**src/rtl/exec_alu_pkg.sv**
```systemverilog
package exec_alu_pkg;

   // Opcode values (fixed by the instruction encoding)
   localparam logic [5:0] OPC_REG  = 6'd0;
   localparam logic [5:0] OPC_ADDI = 6'd8;
   localparam logic [5:0] OPC_SLTI = 6'd10;
   localparam logic [5:0] OPC_ANDI = 6'd12;
   localparam logic [5:0] OPC_ORI  = 6'd13;
   localparam logic [5:0] OPC_LUI  = 6'd15;

   // Function code values for register-register operations
   localparam logic [5:0] FN_SLL = 6'd0;
   localparam logic [5:0] FN_SRL = 6'd2;
   localparam logic [5:0] FN_ADD = 6'd32;
   localparam logic [5:0] FN_SUB = 6'd34;
   localparam logic [5:0] FN_AND = 6'd36;
   localparam logic [5:0] FN_OR  = 6'd37;
   localparam logic [5:0] FN_NOR = 6'd39;
   localparam logic [5:0] FN_SLT = 6'd42;

   typedef enum logic [3:0] {
      XOP_NONE,
      XOP_ADD,
      XOP_SUB,
      XOP_AND,
      XOP_OR,
      XOP_NOR,
      XOP_SLT,
      XOP_SLL,
      XOP_SRL,
      XOP_HIGH
   } xop_e;

   typedef enum logic [1:0] {
      BSRC_REG,
      BSRC_SEXT,
      BSRC_ZEXT
   } bsrc_e;

   typedef struct packed {
      xop_e  op;
      bsrc_e bsrc;
   } xctrl_t;

endpackage

```
**src/rtl/exec_alu_decode.sv**
```systemverilog
module exec_alu_decode
   import exec_alu_pkg::*;
(
   input  logic [5:0] opcode,
   input  logic [5:0] funct,
   output xctrl_t     ctrl
);

   xctrl_t reg_ctrl;

   always_comb begin
      reg_ctrl.bsrc = BSRC_REG;
      unique case (funct)
         FN_ADD:  reg_ctrl.op = XOP_ADD;
         FN_SUB:  reg_ctrl.op = XOP_SUB;
         FN_AND:  reg_ctrl.op = XOP_AND;
         FN_OR:   reg_ctrl.op = XOP_OR;
         FN_NOR:  reg_ctrl.op = XOP_NOR;
         FN_SLT:  reg_ctrl.op = XOP_SLT;
         FN_SLL:  reg_ctrl.op = XOP_SLL;
         FN_SRL:  reg_ctrl.op = XOP_SRL;
         default: reg_ctrl.op = XOP_NONE;
      endcase
   end

   always_comb begin
      unique case (opcode)
         OPC_REG:  ctrl = reg_ctrl;
         OPC_ADDI: ctrl = '{op: XOP_ADD,  bsrc: BSRC_SEXT};
         OPC_SLTI: ctrl = '{op: XOP_SLT,  bsrc: BSRC_SEXT};
         OPC_ANDI: ctrl = '{op: XOP_AND,  bsrc: BSRC_ZEXT};
         OPC_ORI:  ctrl = '{op: XOP_OR,   bsrc: BSRC_ZEXT};
         OPC_LUI:  ctrl = '{op: XOP_HIGH, bsrc: BSRC_ZEXT};
         default:  ctrl = '{op: XOP_NONE, bsrc: BSRC_REG};
      endcase
   end

endmodule

```
**src/rtl/exec_alu_arith.sv**
```systemverilog
module exec_alu_arith #(
   parameter int DATA_W        = 32,
   parameter bit CMP_FROM_DIFF = 1'b1
) (
   input  logic              do_sub,
   input  logic [DATA_W-1:0] opa,
   input  logic [DATA_W-1:0] opb,
   output logic [DATA_W-1:0] sum,
   output logic              less
);

   localparam int MSB = DATA_W - 1;

   logic [DATA_W-1:0] diff;
   logic [DATA_W-1:0] plus;

   assign plus = opa + opb;
   assign diff = opa - opb;
   assign sum  = do_sub ? diff : plus;

   generate
      if (CMP_FROM_DIFF) begin : g_cmp_diff
         // Opposite signs: the negative one is smaller; same signs: no overflow.
         assign less = (opa[MSB] ^ opb[MSB]) ? opa[MSB] : diff[MSB];
      end else begin : g_cmp_signed
         assign less = $signed(opa) < $signed(opb);
      end
   endgenerate

endmodule

```
**src/rtl/exec_alu_logic.sv**
```systemverilog
module exec_alu_logic
   import exec_alu_pkg::*;
#(
   parameter int DATA_W = 32
) (
   input  xop_e              op,
   input  logic [DATA_W-1:0] opa,
   input  logic [DATA_W-1:0] opb,
   output logic [DATA_W-1:0] out
);

   logic [DATA_W-1:0] any_set;

   assign any_set = opa | opb;

   always_comb begin
      unique case (op)
         XOP_AND: out = opa & opb;
         XOP_OR:  out = any_set;
         XOP_NOR: out = ~any_set;
         default: out = '0;
      endcase
   end

endmodule

```
**src/rtl/exec_alu_shift.sv**
```systemverilog
module exec_alu_shift #(
   parameter int DATA_W     = 32,
   parameter bit LOG_STAGES = 1'b1,
   localparam int SH_W      = $clog2(DATA_W)
) (
   input  logic              go_right,
   input  logic [DATA_W-1:0] src,
   input  logic [SH_W-1:0]   amount,
   output logic [DATA_W-1:0] out
);

   logic [DATA_W-1:0] left_out;
   logic [DATA_W-1:0] right_out;

   generate
      if (LOG_STAGES) begin : g_log
         logic [SH_W:0][DATA_W-1:0] lst;
         logic [SH_W:0][DATA_W-1:0] rst_st;
         assign lst[0]    = src;
         assign rst_st[0] = src;
         for (genvar s = 0; s < SH_W; s++) begin : g_stage
            localparam int STEP = 1 << s;
            assign lst[s+1] = amount[s]
               ? {lst[s][DATA_W-1-STEP:0], {STEP{1'b0}}}
               : lst[s];
            assign rst_st[s+1] = amount[s]
               ? {{STEP{1'b0}}, rst_st[s][DATA_W-1:STEP]}
               : rst_st[s];
         end
         assign left_out  = lst[SH_W];
         assign right_out = rst_st[SH_W];
      end else begin : g_direct
         assign left_out  = src << amount;
         assign right_out = src >> amount;
      end
   endgenerate

   assign out = go_right ? right_out : left_out;

endmodule

```
**src/rtl/exec_alu_core.sv**
```systemverilog
module exec_alu_core
   import exec_alu_pkg::*;
#(
   parameter int DATA_W          = 32,
   parameter int IMM_W           = 16,
   parameter bit SHIFT_LOG       = 1'b1,
   parameter bit CMP_FROM_DIFF   = 1'b1,
   localparam int SH_W           = $clog2(DATA_W)
) (
   input  logic              clk,
   input  logic              rst,
   input  logic [5:0]        opcode,
   input  logic [5:0]        funct,
   input  logic [DATA_W-1:0] src_a,
   input  logic [DATA_W-1:0] src_b,
   input  logic [SH_W-1:0]   shamt,
   input  logic [IMM_W-1:0]  imm,
   output logic [DATA_W-1:0] result_q,
   output logic              zero_q
);

   localparam int EXT_W = DATA_W - IMM_W;

   generate
      if (DATA_W < 2 || (1 << SH_W) != DATA_W) begin : g_bad_width
         $error("exec_alu_core: DATA_W must be a power of two");
      end
      if (IMM_W < 1 || IMM_W >= DATA_W) begin : g_bad_imm
         $error("exec_alu_core: IMM_W must be between 1 and DATA_W-1");
      end
   endgenerate

   xctrl_t            ctrl;
   logic [DATA_W-1:0] opb;
   logic [DATA_W-1:0] arith_sum;
   logic              arith_less;
   logic [DATA_W-1:0] logic_out;
   logic [DATA_W-1:0] shift_out;
   logic [DATA_W-1:0] result_d;

   exec_alu_decode u_decode (
      .opcode (opcode),
      .funct  (funct),
      .ctrl   (ctrl)
   );

   always_comb begin
      unique case (ctrl.bsrc)
         BSRC_SEXT: opb = {{EXT_W{imm[IMM_W-1]}}, imm};
         BSRC_ZEXT: opb = {{EXT_W{1'b0}}, imm};
         default:   opb = src_b;
      endcase
   end

   exec_alu_arith #(
      .DATA_W        (DATA_W),
      .CMP_FROM_DIFF (CMP_FROM_DIFF)
   ) u_arith (
      .do_sub (ctrl.op == XOP_SUB),
      .opa    (src_a),
      .opb    (opb),
      .sum    (arith_sum),
      .less   (arith_less)
   );

   exec_alu_logic #(
      .DATA_W (DATA_W)
   ) u_logic (
      .op  (ctrl.op),
      .opa (src_a),
      .opb (opb),
      .out (logic_out)
   );

   exec_alu_shift #(
      .DATA_W     (DATA_W),
      .LOG_STAGES (SHIFT_LOG)
   ) u_shift (
      .go_right (ctrl.op == XOP_SRL),
      .src      (src_b),
      .amount   (shamt),
      .out      (shift_out)
   );

   always_comb begin
      unique case (ctrl.op)
         XOP_ADD, XOP_SUB:         result_d = arith_sum;
         XOP_SLT:                  result_d = {{(DATA_W-1){1'b0}}, arith_less};
         XOP_AND, XOP_OR, XOP_NOR: result_d = logic_out;
         XOP_SLL, XOP_SRL:         result_d = shift_out;
         XOP_HIGH:                 result_d = {imm, {EXT_W{1'b0}}};
         default:                  result_d = '0;
      endcase
   end

   always_ff @(posedge clk) begin
      if (rst) begin
         result_q <= '0;
         zero_q   <= 1'b1;
      end else begin
         result_q <= result_d;
         zero_q   <= (result_d == '0);
      end
   end


   reset_clear_chk: assert property (@(posedge clk) disable iff (rst)
      $past(rst) |-> (result_q == '0 && zero_q));


   zero_flag_chk: assert property (@(posedge clk) disable iff (rst)
      zero_q == (result_q == '0));


   slt_range_chk: assert property (@(posedge clk) disable iff (rst)
      (!$past(rst) && $past(opcode == OPC_REG && funct == FN_SLT))
      |-> (result_q[DATA_W-1:1] == '0));


   high_low_clear_chk: assert property (@(posedge clk) disable iff (rst)
      (!$past(rst) && $past(opcode == OPC_LUI))
      |-> (result_q[EXT_W-1:0] == '0 && result_q[DATA_W-1:EXT_W] == $past(imm)));


   addi_sum_chk: assert property (@(posedge clk) disable iff (rst)
      (!$past(rst) && $past(opcode == OPC_ADDI))
      |-> (result_q == $past(src_a + {{EXT_W{imm[IMM_W-1]}}, imm})));


   undefined_zero_chk: assert property (@(posedge clk) disable iff (rst)
      (!$past(rst) && $past(ctrl.op == XOP_NONE)) |-> (result_q == '0 && zero_q));

endmodule

```
**config.mk**
```make
export PLATFORM = sky130hd
export DESIGN_NAME = exec_alu_core
export DESIGN_NICKNAME = d
export VERILOG_FILES = /design/src/rtl/exec_alu_pkg.sv /design/src/rtl/exec_alu_decode.sv /design/src/rtl/exec_alu_arith.sv /design/src/rtl/exec_alu_logic.sv /design/src/rtl/exec_alu_shift.sv /design/src/rtl/exec_alu_core.sv
export SDC_FILE = /design/constraint.sdc
export NUM_CORES = 1
export LEC_CHECK = 0
export BUFFER_PORTS_ARGS = -buffer_cell sky130_fd_sc_hd__buf_4
export CAP_MARGIN = 20
export CORE_MARGIN = 3
export CORE_UTILIZATION = 60
export CTS_CLUSTER_DIAMETER = 80
export DETAILED_ROUTE_END_ITERATION = 7
export PLACE_DENSITY = 0.82
export SLEW_MARGIN = 25
export SYNTH_ARGS = -nofsm -noshare
export SYNTH_HDL_FRONTEND = slang
export SYNTH_SLANG_ARGS = --single-unit
export TNS_END_PERCENT = 10
```
**constraint.sdc**
```tcl
create_clock -name clk -period 13.9 [get_ports clk]
set_input_delay 0 -clock clk [delete_from_list [all_inputs] [get_ports clk]]
set_output_delay 0 -clock clk [all_outputs]
set_load 0.1 [all_outputs]
```
== Word-level counts from Yosys, hierarchy flattened ==
Index checks and enable logic that the tools add are counted.
Widths: inputs -> output; s select.

* Register bits: 33
* Input bits: 99
* Output and inout bits: 33
* Word-level logic and storage cells: 55

* Add/subtract/negate cells: 2
* Eq/ne operators: 23
* Muxes and demuxes: 18
* Bitwise gates (word level): 4
* Reduce and logical (&&, ||, !) cells: 6

{| class="wikitable"
|+ Operators with widths
! operator !! number
|-
| $mux 32 || 12
|-
| $pmux 32 s5 || 1
|-
| $pmux 32 s3 || 1
|-
| $pmux 32 s2 || 1
|-
| $eq 6x6->1 const B || 6
|-
| $pmux 6 s6 || 1
|-
| $add 32x32->32 || 1
|-
| $and 32x32->32 || 1
|-
| $logic_not 32->1 || 1
|-
| $not 32->32 || 1
|-
| $or 32x32->32 || 1
|-
| $pmux 4 s8 || 1
|-
| $sub 32x32->32 || 1
|-
| $eq 6x4->1 const B || 5
|-
| $eq 4x3->1 const B || 4
|-
| $logic_not 6->1 || 2
|-
| $eq 4x2->1 const B || 2
|-
| $eq 4x4->1 const B || 2
|-
| $eq 6x2->1 const B || 1
|-
| $eq 4x1->1 const B || 1
|-
| $reduce_or 2->1 || 2
|-
| $reduce_or 3->1 || 1
|-
| $eq 2x1->1 const B || 1
|-
| $eq 2x2->1 const B || 1
|-
| 2 further kinds || 2
|}

== Longest topological paths before layout ==
* Depth in word-level cells: 10
* Gate-level depth with buffers: 32
* Depth with buffers taken out: 29

== By module ==
A second synthesis with hierarchy kept.

* Cells, all modules: 1630
* Area, all modules: 11979.0 sq um

{| class="wikitable"
|+ Modules (own cells, without submodules)
! module !! instances !! cells each !! area each (sq um) !! seq. area each (sq um)
|-
| exec_alu_shift || 1 || 497 || 3789.9 || 0.0
|-
| exec_alu_arith || 1 || 530 || 3469.6 || 0.0
|-
| exec_alu_core || 1 || 388 || 2936.6 || 660.6
|-
| exec_alu_logic || 1 || 182 || 1542.7 || 0.0
|-
| exec_alu_decode || 1 || 33 || 240.2 || 0.0
|}

== Least setup slack after synthesis ==
No wires, ideal clock.

* Kind: input port to flip-flop
* Start: input opcode[5]
* End: register zero_q
* Library setup time: 70 ps
* Data arrival time: 5871 ps
* Data required time: 13830 ps
* Path slack: 7959 ps
* Stages: 25
* Buffers on the path: 1
* Cell sequence: or3b_1 -> nor3_1 -> ha_1 -> nor2_1 -> clkbuf_1 -> a22o_1 -> inv_1 -> ha_1 -> o21ba_2 -> or4_4 -> a2111oi_2 -> o2111ai_2 -> a211oi_1 -> o31ai_1 -> a21oi_1 -> nor2_1 -> o21bai_1 -> a21oi_1 -> o21bai_1 -> fa_1 -> a222oi_1 -> nor3b_1 -> nand2_1 -> or4_1 -> o21bai_1

* Word-level cells in the longest chain between the ends: 9
* Elaborated cells on any way between the ends: 34
* Those cells by class: add/sub: 2; eq/ne: 16; mux: 7; bitwise: 4; reduce/logical: 5

{| class="wikitable"
|+ RTL lines
! what !! RTL line !! RTL
|-
| from (decl) || exec_alu_core.sv:12 || <nowiki>input logic [5:0] opcode,</nowiki>
|-
| $eq 6x4->1 / $logic_not 6->1 (equally long branches) || exec_alu_decode.sv:27 || <nowiki>unique case (opcode)</nowiki>
|-
| $pmux 6 s6 (*) || exec_alu_decode.sv:27 ||
|-
| branches (longest 5 deep; another with $sub 32x32->32) || n/a ||
|-
| $pmux 32 s5 (*) || exec_alu_core.sv:86 || <nowiki>unique case (ctrl.op)</nowiki>
|-
| $logic_not 32->1 (*) || exec_alu_core.sv:102 || <nowiki>zero_q <= (result_d == '0);</nowiki>
|-
| to (signal assigned) || exec_alu_core.sv:102 ||
|-
| to (decl) || exec_alu_core.sv:19 || <nowiki>output logic zero_q</nowiki>
|}

Every way passes the cells marked *.
A chain may end at the register's enable or synchronous reset.

== Final worst setup path ==
Same ends and word-level chain as after synthesis.

==> flow_summary.ini <==
[final_layout]
regArea_um2 = 661
multiInputGateArea_um2 = 9630
drive_gt1_frac = 0.176
instances_no_fill = 1783
postLayoutCoreUtil = 0.672
nets = 1756
n_fill_cell = 1639
area_growth_pct = 8.54
diodes = 0

[routing]
dr.pass1.iters = 7
routedWlPerCell_um = 27.1
drt-initial-drc-count = 2449
via_per_inst = 7.55
drt_wl_total_um = 48300
num_vias = 13467
ant_nets = 0
remaining_drc_errors = 0

[clocking]
postCtsHoldBufs = 0
cts_resized = 0
cts.clk_slew.worst_paths_ns = 0.06
cts_htree_levels = 2
post_cts_buffers = 0
cts_buffers = 5
cts_buffer_depth = 2
cts_tree = done
cts_sinks = 33
clockRootBuffer = clkbuf_16

[critical_path]
path_max_fanout = 23
max_stage_delay_ns = 0.58
slowest_stage = nor4_1
arrival_ns = 7.34
crit_buf_inv = 4
cp_data_required_time_ns = 14.12
end_kind = register
cp-start-kind = input port
path_class = in2reg
crit_family = simple AND/OR/NAND/NOR gates

[placed_design]
dpl.hpwl_um = 37100
port_buffers = 131
gp_congestion = 1.07
dp_slack_ns = 6.76
dp.cells = 1775

[power_and_ir_drop]
cellLeakagePower_nw = 5.26
power_density_nw_per_um2 = 59.4
max-vdd-ir-drop_mv = 0.0658
total_power_mw = 0.729

[global_route]
first_global_vias = 12610
grt-ovfl-total = 0
grt_max_degree = 68
grt_pass1_wl_um = 72500
antenna_found_initial = 1
grt_usage = 0.453

[synthesis]
syn-instance-count = 1527
ys_warn_count = 0
synth_edf_count = 0
synth_area_per_cell_um2 = 7.41
postSynth.asyncResetShare = 0
ys_types = 90
synth_area_um2 = 11300
ys_seq_area_frac = 0.0584
syn_nets = 1730
synthFlopType = dfxtp_1
synth-seq-cells = 33

[sta]
setup_ws_ns = 6.78
tns_ns = 0
fin_crit_sh = 0.512
finalHoldViolations = 0
finalSetupViolations = 0
layout_min_cycle_time_ns = 7.12
slew_viol_final = 0
grt_setup_unrepaired = no
maxSlewHeadroom = 0.254
fmax_ghz = 0.140
tightest_slew_ns = 1.11

[die]
die_w_um = 143
io_pins = 132
dieArea_um2 = 20500
rows = 49
core_area_um2 = 18300
start_util = 0.619
dieHeight_um = 143

[run]
cap_violations = 0

[worst_hold_path]
hold_path.class = in2reg

[run_status]
status = finished, final reports clean
-- state kept, by name, summed over array words and instances (netlist names) --
name	count
result_q	32
zero_q	1
-- cells in the mapped netlist (9+ instances only) --
cell type  number  area share
xnor2_1        42       0.033
and3_1          9      0.0050
mux2_2         25       0.025
mux2i_1        65       0.057
o211ai_1       20       0.013
a211o_1        10      0.0077
buf_2          25       0.011
o311ai_0       10      0.0077
mux4_2         58        0.12
a31oi_1        20       0.011
nand4_1        15      0.0083
a22oi_1        11      0.0073
inv_1         107       0.035
o31ai_1        12      0.0080
buf_1           9      0.0030
a22o_1         21       0.016
o21ai_0        62       0.027
o21bai_1       11      0.0073
a21oi_1       110       0.049
buf_4          15       0.010
a21o_1         16       0.011
ha_1          101        0.11
nand2b_1       12      0.0066
nand3_1        56       0.025
o22ai_1        14      0.0077
or3_1          15      0.0083
nor3_1         47       0.021
a211oi_1       29       0.019
o21a_1         16       0.011
o2111ai_1      10      0.0077
nor2b_1        21       0.012
dfxtp_1        33       0.058
nand2_1       111       0.037
clkbuf_1       77       0.026
o221ai_1       11      0.0085
nor2_1        147       0.049
nor4_1         17      0.0094
-- worst paths after layout --
| path | startpoint | end | slack, ns | cells past startpoint |
|---|---|---|---|---|
| worst min-delay path | rst | result_q[8] | 0.08 | 2 |
| worst max-delay path | opcode[5] | zero_q | 6.78 | 30 |
-- layout by cell type (no fill, tap or decap), types with 42 or more instances in the layout --
master and count:
buf_4 151, nor2_1 147, nand2_1 111, a21oi_1 110
inv_1 107, ha_1 101, mux2i_1 65, o21ai_0 62
mux4_2 58, nand3_1 56, nor3_1 46, xnor2_1 42
-- power breakdown --
group | internal (mW) | switching, mW | total [mW]
Clock | 0.0758 | 0.0434 | 0.119
Sequential | 0.0984 | 0.00101 | 0.0994
Combinational | 0.186 | 0.325 | 0.511
Total | 0.360 | 0.369 | 0.729
-- logic make-up after synthesis --
| logic type | Yosys count | synth area share |
|---|---|---|
| adder cells (fa/ha/maj) | 104 | 0.117 |
| flip-flops | 33 | 0.0584 |
| multiplexers | 148 | 0.198 |
| AND/OR/NAND/NOR | 490 | 0.210 |
| XOR/XNOR | 47 | 0.0364 |
| AO/OA/AOI/OAI | 464 | 0.289 |
| buffers and inverters | 241 | 0.0917 |
-- area by class of cell --
class                           count  share of cell area
Clock inverter                      1            0.000407
Inverter                          109              0.0333
Multi-Input combinational cell   1253               0.784
Sequential cell                    33              0.0538
Timing Repair Buffer              151              0.0923
Tap cell                          229              0.0233
Clock buffer                        7              0.0124
-- per-layer routing --
metal | global-route usage | share of wire | routed length [um] | vias up
met1 | 0.571 | 0.35 | 17000 | 6209
li1 | - | - | - | 5772
met2 | 0.695 | 0.43 | 20600 | 1179
met4 | 0.250 | 0.076 | 3660 | 2
met3 | 0.139 | 0.15 | 7040 | 305
met5 | 0 | 0.00017 | 8 | -
-- stage by stage --
step	hold slack [ns]	cell area, um^2
final	0.0823	12300
after global routing	0.104	12300
after CTS	0.0801	12300
after detailed placement	0.379	12100
after global placement	0.367	12100
after floorplan	0.0716	11300
Power figures use the tool's default switching activity.
